**src/rtl/sio_stat_pkg.sv**
```systemverilog
package sio_stat_pkg;
    localparam int STAT_W      = 8;
    localparam int SYNC_STAGES = 2;
    localparam int BIT_FE      = 4;
    localparam int BIT_RIE     = 3;
    localparam int BIT_CTSEN   = 2;
    localparam int BIT_TDRE    = 1;
    localparam int BIT_TIE     = 0;

    typedef struct packed {
        logic rie;
        logic cts_en;
        logic tie;
    } sio_ctrl_t;

    typedef struct packed {
        logic fe;
        logic dcd_prev;
        logic dcd_evt;
    } sio_rxf_t;
endpackage

```
**src/rtl/sio_sync.sv**
```systemverilog
module sio_sync #(
    parameter int STAGES = 2
) (
    input  logic clk,
    input  logic rst_n,
    input  logic din,
    output logic dout
);
    logic [STAGES-1:0] sh_d, sh_q;

    always_comb begin
        sh_d = {sh_q[STAGES-2:0], din};
    end

    always_ff @(posedge clk or negedge rst_n) begin
        if (!rst_n) sh_q <= '0;
        else        sh_q <= sh_d;
    end

    assign dout = sh_q[STAGES-1];
endmodule

```
**src/rtl/sio_rx_flags.sv**
```systemverilog
module sio_rx_flags
    import sio_stat_pkg::*;
(
    input  logic clk,
    input  logic rst_n,
    input  logic frame_done,
    input  logic stop_bit,
    input  logic efr_clr,
    input  logic dcd_hi,
    input  logic iostop,
    output logic fe,
    output logic dcd_evt
);
    sio_rxf_t r_d, r_q;
    logic     fe_clr;
    logic     dcd_rise;

    always_comb begin
        r_d      = r_q;
        fe_clr   = efr_clr | dcd_hi | iostop;
        dcd_rise = dcd_hi & ~r_q.dcd_prev;
        r_d.dcd_prev = dcd_hi;
        // clear dominates the set event
        if (fe_clr)                        r_d.fe = 1'b0;
        else if (frame_done && !stop_bit)  r_d.fe = 1'b1;
        if (efr_clr)                       r_d.dcd_evt = 1'b0;
        else if (dcd_rise)                 r_d.dcd_evt = 1'b1;
    end

    always_ff @(posedge clk or negedge rst_n) begin
        if (!rst_n) r_q <= '0;
        else        r_q <= r_d;
    end

    assign fe      = r_q.fe;
    assign dcd_evt = r_q.dcd_evt;
endmodule

```
**src/rtl/sio_tx_flag.sv**
```systemverilog
module sio_tx_flag (
    input  logic clk,
    input  logic rst_n,
    input  logic tdr_wr,
    input  logic xfer,
    input  logic iostop,
    input  logic cts_block,
    output logic tdre
);
    logic empty_d, empty_q;

    always_comb begin
        empty_d = empty_q;
        if (iostop)      empty_d = 1'b1;
        else if (tdr_wr) empty_d = 1'b0;
        else if (xfer)   empty_d = 1'b1;
    end

    always_ff @(posedge clk or negedge rst_n) begin
        if (!rst_n) empty_q <= 1'b1;
        else        empty_q <= empty_d;
    end

    assign tdre = empty_q & (~cts_block | iostop);
endmodule

```
**src/rtl/sio_stat_irq.sv**
```systemverilog
module sio_stat_irq
    import sio_stat_pkg::*;
(
    input  logic              clk,
    input  logic              rst_n,
    input  logic              frame_done,
    input  logic              stop_bit,
    input  logic              rx_full,
    input  logic              rx_overrun,
    input  logic              rx_parity_err,
    input  logic              tx_xfer,
    input  logic              stat_wr,
    input  logic [STAT_W-1:0] wr_data,
    input  logic              ctrl_wr,
    input  logic              ctrl_efr,
    input  logic              tdr_wr,
    input  logic              dcd_pin,
    input  logic              shr_pin,
    input  logic              iostop,
    output logic [STAT_W-1:0] status,
    output logic              rx_irq,
    output logic              tx_irq,
    output logic              pin_is_cts,
    output logic              csio_rxd
);
    sio_ctrl_t ctl_d, ctl_q;
    logic      dcd_hi, cts_hi, cts_block;
    logic      efr_clr, fe, dcd_evt, tdre;

    sio_sync #(.STAGES(SYNC_STAGES)) u_dcd_sync (
        .clk(clk), .rst_n(rst_n), .din(dcd_pin), .dout(dcd_hi)
    );
    sio_sync #(.STAGES(SYNC_STAGES)) u_cts_sync (
        .clk(clk), .rst_n(rst_n), .din(shr_pin), .dout(cts_hi)
    );

    assign efr_clr   = ctrl_wr & ~ctrl_efr;
    assign cts_block = ctl_q.cts_en & cts_hi;

    sio_rx_flags u_rxf (
        .clk(clk), .rst_n(rst_n), .frame_done(frame_done), .stop_bit(stop_bit),
        .efr_clr(efr_clr), .dcd_hi(dcd_hi), .iostop(iostop),
        .fe(fe), .dcd_evt(dcd_evt)
    );

    sio_tx_flag u_txf (
        .clk(clk), .rst_n(rst_n), .tdr_wr(tdr_wr), .xfer(tx_xfer),
        .iostop(iostop), .cts_block(cts_block), .tdre(tdre)
    );

    always_comb begin
        ctl_d = ctl_q;
        if (stat_wr) begin
            ctl_d.rie    = wr_data[BIT_RIE];
            ctl_d.cts_en = wr_data[BIT_CTSEN];
            ctl_d.tie    = wr_data[BIT_TIE];
        end
    end

    always_ff @(posedge clk or negedge rst_n) begin
        if (!rst_n) ctl_q <= '0;
        else        ctl_q <= ctl_d;
    end

    always_comb begin
        status             = '0;
        status[BIT_FE]     = fe;
        status[BIT_RIE]    = ctl_q.rie;
        status[BIT_CTSEN]  = ctl_q.cts_en;
        status[BIT_TDRE]   = tdre;
        status[BIT_TIE]    = ctl_q.tie;
    end

    assign rx_irq     = ctl_q.rie & (rx_full | rx_overrun | rx_parity_err | fe | dcd_evt);
    assign tx_irq     = ctl_q.tie & tdre;
    assign pin_is_cts = ctl_q.cts_en;
    assign csio_rxd   = ctl_q.cts_en ? 1'b1 : shr_pin;
endmodule

```
**config.mk**
```make
export PLATFORM = sky130hd
export DESIGN_NAME = sio_stat_irq
export DESIGN_NICKNAME = d
export VERILOG_FILES = /design/src/rtl/sio_stat_pkg.sv /design/src/rtl/sio_sync.sv /design/src/rtl/sio_rx_flags.sv /design/src/rtl/sio_tx_flag.sv /design/src/rtl/sio_stat_irq.sv
export SDC_FILE = /design/constraint.sdc
export NUM_CORES = 1
export LEC_CHECK = 0
export BUFFER_PORTS_ARGS = -buffer_cell sky130_fd_sc_hd__buf_2
export CORE_AREA = 2 2 39 41
export CTS_CLUSTER_DIAMETER = 30
export CTS_CLUSTER_SIZE = 12
export DETAILED_ROUTE_END_ITERATION = 8
export DIE_AREA = 0 0 41 43
export PLACE_DENSITY = 0.8
export SETUP_SLACK_MARGIN = 0.3
export SLEW_MARGIN = 20
export SYNTH_ARGS = -nofsm -noshare
export SYNTH_HDL_FRONTEND = slang
export SYNTH_SLANG_ARGS = --single-unit
export TNS_END_PERCENT = 20
```
**constraint.sdc**
```tcl
create_clock -name clk -period 1.7 [get_ports clk]
set_input_delay 0.17 -clock clk [delete_from_list [all_inputs] [get_ports clk]]
set_output_delay 0.17 -clock clk [all_outputs]
set_load 0.005 [all_outputs]
```
# Word level (Yosys, flattened, before mapping)
# Cells that the tools add are included.
dict set report totals {
  inputBits 23
  wordCells 38
  out_inout_bits 12
  regBits 11
}
dict set report op_classes {
  n_reduce_logical 5
  bitwise 16
  muxes 8
}
# op count
set op_table {}
lappend op_table {{two-way mux 1 bit} 8}
lappend op_table {{OR 1 bit} 7}
lappend op_table {{bitwise AND 1 bit} 6}
lappend op_table {{nonzero test 2 bit} 2}
lappend op_table {{NOT 1 bit} 3}
lappend op_table {{nonzero test 3 bit} 1}
lappend op_table {{logical AND 1 bit} 1}
lappend op_table {{logical NOT 1 bit} 1}

# Depth between registers and ports, before layout
# Gate-level depths: netlist of the first run.
dict set report depth {
  word_depth 5
  depth_mapped 3
}

# By module
# From an unflattened synthesis of the first run, not the netlist that was laid out.
dict set report unflattened {
  hier_cells 37
  area_unflattened_um2 457.9
}
# mod area_each_um2 cells_per_inst n_inst
set by_module_without_submodules {}
lappend by_module_without_submodules {sio_stat_irq 197.7 19 1}
lappend by_module_without_submodules {sio_rx_flags 113.9 9 1}
lappend by_module_without_submodules {sio_sync 50.0 2 2}
lappend by_module_without_submodules {sio_tx_flag 46.3 5 1}

# Worst setup path before layout of the first run
# OpenSTA, ideal clock, no wires.
dict set report synth_timing {
  path_kind {register -> output}
  start {reg u_rxf.r_q, in the netlist u_rxf.dcd_evt}
  end {out rx_irq}
  path_buffers 0
  path_stages_with_launch 3
  setup_slack_ns 0.496
  arrival_time_ns 1.034
  required_time_ns 1.530
  cell_sequence {dfrtp_1 -> or4_1 -> o21a_1}
}
dict set report synth_via {
  elab_chain_len 2
}
# element line_no
set synth_rtl {}
lappend synth_rtl {{start: declaration} sio_rx_flags.sv:14} ;# sio_rxf_t r_d, r_q;
lappend synth_rtl {{start signal: assignment} sio_rx_flags.sv:32} ;# else r_q <= r_d;
lappend synth_rtl {{OR 1 bit} sio_stat_irq.sv:74} ;# assign rx_irq = ctl_q.rie & (rx_full | rx_overrun | rx_parity_err | fe | dcd_evt);
lappend synth_rtl {{bitwise AND 1 bit} sio_stat_irq.sv:74}
lappend synth_rtl {{end: declaration} sio_stat_irq.sv:21} ;# output logic rx_irq,
# No other way between the ends.

# Worst setup path in the final report of the first run
dict set report layout_timing {
  start {reg u_rxf.r_q, in the netlist u_rxf.fe}
  end {out rx_irq}
}
dict set report layout_via {
  elab_chain_len 3
}
# element line_no
set layout_rtl {}
lappend layout_rtl {{OR 1 bit (2 in a row)} sio_stat_irq.sv:74}
lappend layout_rtl {{bitwise AND 1 bit} sio_stat_irq.sv:74}
# No other way between the ends.

==> results.cfg, run 1 <==
[run_status]
outcome = complete, no violations

[global_routing]
grt_max_degree = 12
met3_usage = 0.0471
grt-ovfl-total = 0
use_met1 = 0.138
antenna_found_initial = 0
grtUsageMet2 = 0.159
grt_use_total = 0.112
grt_pass1_wl_um = 1280
grt_pass1_vias = 290
top_usage_layer = met2

[floorplanning]
die_x_um = 41
std_cell_rows = 14
ioPinCount = 35
fp.dieArea_um2 = 1760
initial_core_util = 0.327
fp.dieH_um = 43
fp.coreArea_um2 = 1380

[critical_path]
crit_path_max_incr_delay_ns = 0.48
critPathLaunchType = flip-flop
crit-reg2reg-launch = u_rxf.fe$_DFFE_PN0P_
arrival_ns = 1.41
path_cells = or4_4 > o21a_1 > buf_2
r2r_setup_slack_ns = 0.74
crit_cells = 3
cp-startpoint = u_rxf.fe$_DFFE_PN0P_
critical_path_required_ns = 1.53
slowest_stage = or4_4
crit_path_end = rx_irq
worstRegToRegCells = 3
timing.rr.end = u_rxf.fe$_DFFE_PN0P_
cp_num_buf_inv = 1
critical_path_class = flip-flop to output port
end_kind = output port
worstPathMaxFanout = 2
cp_top_family = simple AND/OR/NAND/NOR gates

[cts]
clockRootBuffer = clkbuf_4
htreeDepth = 1
cts_made_buffers = 3
clkTransAtPathRegs_ns = 0.06
clock_latency_ns = 0.26
cts_tree = done
clkSinkCount = 11
clockBufferDepth = 2

[synth]
synth_ff_type = dfrtp_1
yosys.area.top_type = dfrtp_1
synth_edf_count = 0
synth.area.top_cells = dfrtp_1 (55%), buf_4 (9.9%), mux2_2 (7.5%)
synth_area_um2 = 453
synthCells = 36
synthArstFlopShare = 1.00
yosysTopAreaCellShare = 0.552
yosys_warnings = 0
ys_seq_area_frac = 0.610
synth_cell_types = 17
avgSynthCellArea_um2 = 12.6
ys_ff_latch = 11

[timing]
skew_ns = 0.00151
rsz0062_at_grt = true
fin_crit_ns = 1.58
max_freq_mhz = 634
finalSetupViolCount = 0
layout_setup_ws_ns = 0.123
finalHoldViolCount = 0
tns_ns = 0
slew_viol_final = 0
fin_crit_sh = 0.928

[place]
numPortBuffers = 26
dp.cells = 74
placed_area_um2 = 566
place_ws_ns = 0.344
place_congestion = 0.574
hpwl_um = 638

[cells_and_area]
fin_area_um2 = 623
seqCellArea_um2 = 277
multiInputGateArea_um2 = 135
fillerInstances = 139
final_cells = 81
diodes = 0
syn_to_final_growth_pct = 37.6
layout-drive-gt1-share = 0.554
fin_nets = 89

[pwr]
peakVddDrop_mv = 0.462
power.internal_w = 0.000420
p_leak_nw = 0.323
pwr-share-seq = 0.541
sw_frac_of_total = 0.224
powerDensity_nw_per_um2 = 868
pwr-share-comb = 0.146
p_total_w = 0.000541
p_sw_w = 0.000121
clockPowerShare = 0.314

[detailed_routing]
wl_per_cell_um = 10.4
drtIter0Drc = 3
drt_first_pass_iters = 2
drt_wl_total_um = 845
drt-vias-per-instance = 4.28
drc_errors = 0
ant_nets = 0
vias = 347

[run]
max-cap-violations = 0

[min_path]
hold_path_class = primary input to flip-flop
hold_start = shr_pin
-- synth_stat cells, types with 2 or more instances --
cell / count
o21a_1: 2
buf_4: 6
inv_1: 2
nand2b_1: 2
dfrtp_1: 10
mux2_2: 3
-- layout by cell type (no fill, tap or decap) --
| master | n |
|---|---|
| buf_2 | 26 |
| a21oi_1 | 1 |
| clkbuf_4 | 3 |
| conb_1 | 3 |
| o211a_1 | 1 |
| buf_4 | 1 |
| a2111oi_0 | 1 |
| inv_1 | 2 |
| nor2_1 | 1 |
| clkbuf_1 | 1 |
| mux2_2 | 3 |
| o21a_1 | 2 |
| nand2_1 | 1 |
| dfstp_2 | 1 |
| or2_2 | 1 |
| nand2b_1 | 2 |
| or4_4 | 1 |
| dfrtp_1 | 10 |
| o21bai_1 | 1 |
| nor2b_1 | 1 |
| dlygate4sd3_1 | 2 |
-- layout make-up --
cell class | count | area share
Timing Repair Buffer | 29 | 0.253
Clock buffer | 4 | 0.0422
Sequential cell | 11 | 0.444
Multi-Input combinational cell | 19 | 0.217
Inverter | 2 | 0.0120
Tap cell | 16 | 0.0321
-- registers in the layout (all words and copies together), names as in the netlist --
| name | count |
|---|---|
| u_dcd_sync.sh_q | 2 |
| status | 2 |
| pin_is_cts | 1 |
| u_rxf.fe | 1 |
| u_cts_sync.sh_q | 2 |
| u_rxf.dcd_evt | 1 |
| u_txf.empty_q | 1 |
| u_rxf.r_q | 1 |
-- stage by stage --
step | util | hold slack (ns)
3_5_place_dp | 0.409 | 0.0490
3_3_place_gp | 0.409 | 0.0423
4_1_cts | 0.443 | 0.00544
6_report | 0.450 | 0.0272
5_1_grt | 0.450 | 0.0138
2_1_floorplan | - | -0.126
-- worst register-to-register path: cells and delay by family, from the launching register on --
family          cells  cell delay [ns]
buf+inv             2             0.14
flops               1             0.35
compound gates      1             0.35
-- power groups by stage --
stage / logic (W) / registers (W) / clock network (W)
finish: 0.0000788 / 0.000292 / 0.000170
global route: 0.0000880 / 0.000295 / 0.000196
floorplan: 0.0000399 / 0.000295 / 0
global placement: 0.0000727 / 0.000297 / 0
CTS: 0.0000789 / 0.000293 / 0.000179
detailed placement: 0.0000743 / 0.000297 / 0
-- what timing repair did --
item	4_1_cts	5_1_grt
setup endpoints to repair	1	1
pin swaps	1	1
hold buffers	1	1
resized for setup	1	0
endpoints found under the hold margin	10	1
setup buffers	1	0
-- worst min path at each step --
| stage | endpoint | slack [ns] | cells past startpoint |
|---|---|---|---|
| finish | u_cts_sync.sh_q[0]$_DFF_PN0_ | 0.03 | 1 |
| global route | u_cts_sync.sh_q[0]$_DFF_PN0_ | 0.01 | 1 |
| CTS | u_dcd_sync.sh_q[0]$_DFF_PN0_ | 0.005 | 1 |
| detailed placement | u_rxf.dcd_evt$_DFFE_PN0P_ | 0.05 | 1 |
| global placement | u_rxf.dcd_evt$_DFFE_PN0P_ | 0.04 | 1 |
| floorplan | pin_is_cts$_DFFE_PN0P_ | -0.13 | 0 |
-- kinds of logic after synthesis --
group / share of synthesized area
compound gates: 0.102
simple gates: 0.0884
other cells: 0.00828
buf+inv: 0.116
mux: 0.0746
flops: 0.611
-- per-layer routing --
metal  up-vias  share of wire
li1        172              -
met1       154           0.41
met2        19           0.49
met3         2          0.084
met4         0          0.012
met5         -              0
No activity file was read; power rests on OpenSTA's default activity.
==> run 2, diff against run 1 <==
CTS_CLUSTER_SIZE = not set   (was 12)
PLACE_DENSITY = 0.7   (was 0.8)
SETUP_SLACK_MARGIN = not set   (was 0.3)
==> results.cfg, run 2 (synthesis gave the netlist of run 1 again) <==
[pwr]
sw_frac_of_total = 0.221
p_sw_w = 0.000120
power.internal_w = 0.000421
pwr-share-comb = 0.148
powerDensity_nw_per_um2 = 855
p_leak_nw = 0.328
pwr-share-seq = 0.540
clockPowerShare = 0.312
peakVddDrop_mv = 0.532

[place]
placed_area_um2 = 566
place_ws_ns = 0.335
place_congestion = 0.644
numPortBuffers = 26
dp.cells = 74

[detailed_routing]
vias = 352
highest_layer = met4
drt_first_pass_iters = 3
wl_per_cell_um = 9.41
met2_length_um = 378
drtIter0Drc = 4
wl_met1_um = 300
wl_met3_um = 83
drt_wl_total_um = 772
ant_nets = 0
drc_errors = 0
drt-vias-per-instance = 4.29

[cts]
clock_latency_ns = 0.26
clkTransAtPathRegs_ns = 0.06
clkSinkCount = 11
cts_made_buffers = 3
cts_tree = done
htreeDepth = 1
clockRootBuffer = clkbuf_4
clockBufferDepth = 2

[cells_and_area]
syn_to_final_growth_pct = 39.8
fin_nets = 90
final_common_cell = buf_2
fin_area_um2 = 633
diodes = 0
fin_util = 0.458
most-common-layout-cells = buf_2 (26), dfrtp_1 (10)
layout-drive-gt1-share = 0.545
final_cells = 82

[global_routing]
grt_pass1_vias = 331
grt_max_degree = 12
antenna_found_initial = 0
grt_pass1_wl_um = 1240
grt_use_total = 0.113
grt-ovfl-total = 0

[run_status]
outcome = complete, no violations

[critical_path]
arrival_ns = 1.46
r2r_setup_slack_ns = 0.78
critical_path_class = flip-flop to output port
critPathLaunchType = flip-flop
worstPathMaxFanout = 2
end_kind = output port
critical_path_required_ns = 1.53

[timing]
fin_crit_sh = 0.960
rsz0062_at_grt = false
tns_ns = 0
layout_setup_ws_ns = 0.0675
fin_crit_ns = 1.63
finalSetupViolCount = 0
slew_viol_final = 0
finalHoldViolCount = 0
max_freq_mhz = 613
skew_ns = 0.000202

[floorplanning]
fp.dieArea_um2 = 1760
fp.coreArea_um2 = 1380
std_cell_rows = 14
ioPinCount = 35
die_x_um = 41
initial_core_util = 0.327
fp.dieH_um = 43

[run]
max-cap-violations = 0

[min_path]
hold_path_class = primary input to flip-flop
## run 2: cell count changes in the layout (fill, tap and decap cells not counted)
cell,before,now
dlygate4sd3_1,2,3
## run 2: cell type report
class	instances	area (um2)
Tap cell	16	20.0
Fill cell	133	751
Sequential cell	11	277
Multi-Input combinational cell	19	135
Inverter	2	7.51
Clock buffer	4	26.3
Timing Repair Buffer	30	168
## run 2: per-layer routing
layer / global-route usage / vias up
met1: 0.129 / 157
met4: 0.120 / 0
met3: 0.0314 / 2
met2: 0.153 / 22
li1: - / 171
met5: 0 / -
## run 2: what timing repair did
action,CTS,global route
hold buffers,1,2
setup endpoints to repair,0,1
gates resized for setup,0,1
buffers inserted,0,1
hold endpoints to repair,11,2
## run 2: power by group through the flow
stage	logic [W]	registers (W)	clock network, W
3_3_place_gp	0.0000726	0.000296	0
5_1_grt	0.0000906	0.000294	0.000199
3_5_place_dp	0.0000737	0.000297	0
4_1_cts	0.0000758	0.000292	0.000180
6_report	0.0000803	0.000292	0.000169
2_1_floorplan	0.0000399	0.000295	0
## run 2: final timing paths
kind	startpoint	to	cells past startpoint
worst max-delay path	u_rxf.dcd_evt$_DFFE_PN0P_	rx_irq	3
worst min-delay path	tdr_wr	u_txf.empty_q$_DFFE_PN1P_	2
worst max register to register	u_rxf.fe$_DFFE_PN0P_	u_rxf.fe$_DFFE_PN0P_	3
worst min register to register	u_dcd_sync.sh_q[0]$_DFF_PN0_	u_dcd_sync.sh_q[1]$_DFF_PN0_	0
max in group asynchronous	rst_n	u_txf.empty_q$_DFFE_PN1P_	2
min in group asynchronous	rst_n	status[3]$_DFFE_PN0P_	2
## run 2: metrics by stage
stage | hold WS [ns] | total power [W]
floorplan | -0.126 | 0.000335
global placement | 0.0449 | 0.000369
detailed placement | 0.0474 | 0.000370
CTS | 0.000913 | 0.000548
global route | 0.0387 | 0.000583
finish | 0.0484 | 0.000541
## run 2: worst max-delay path: stages (launching register included)
cell	delay, ns
dfrtp_1	0.38
or4_4	0.54
o21a_1	0.17
buf_2	0.12
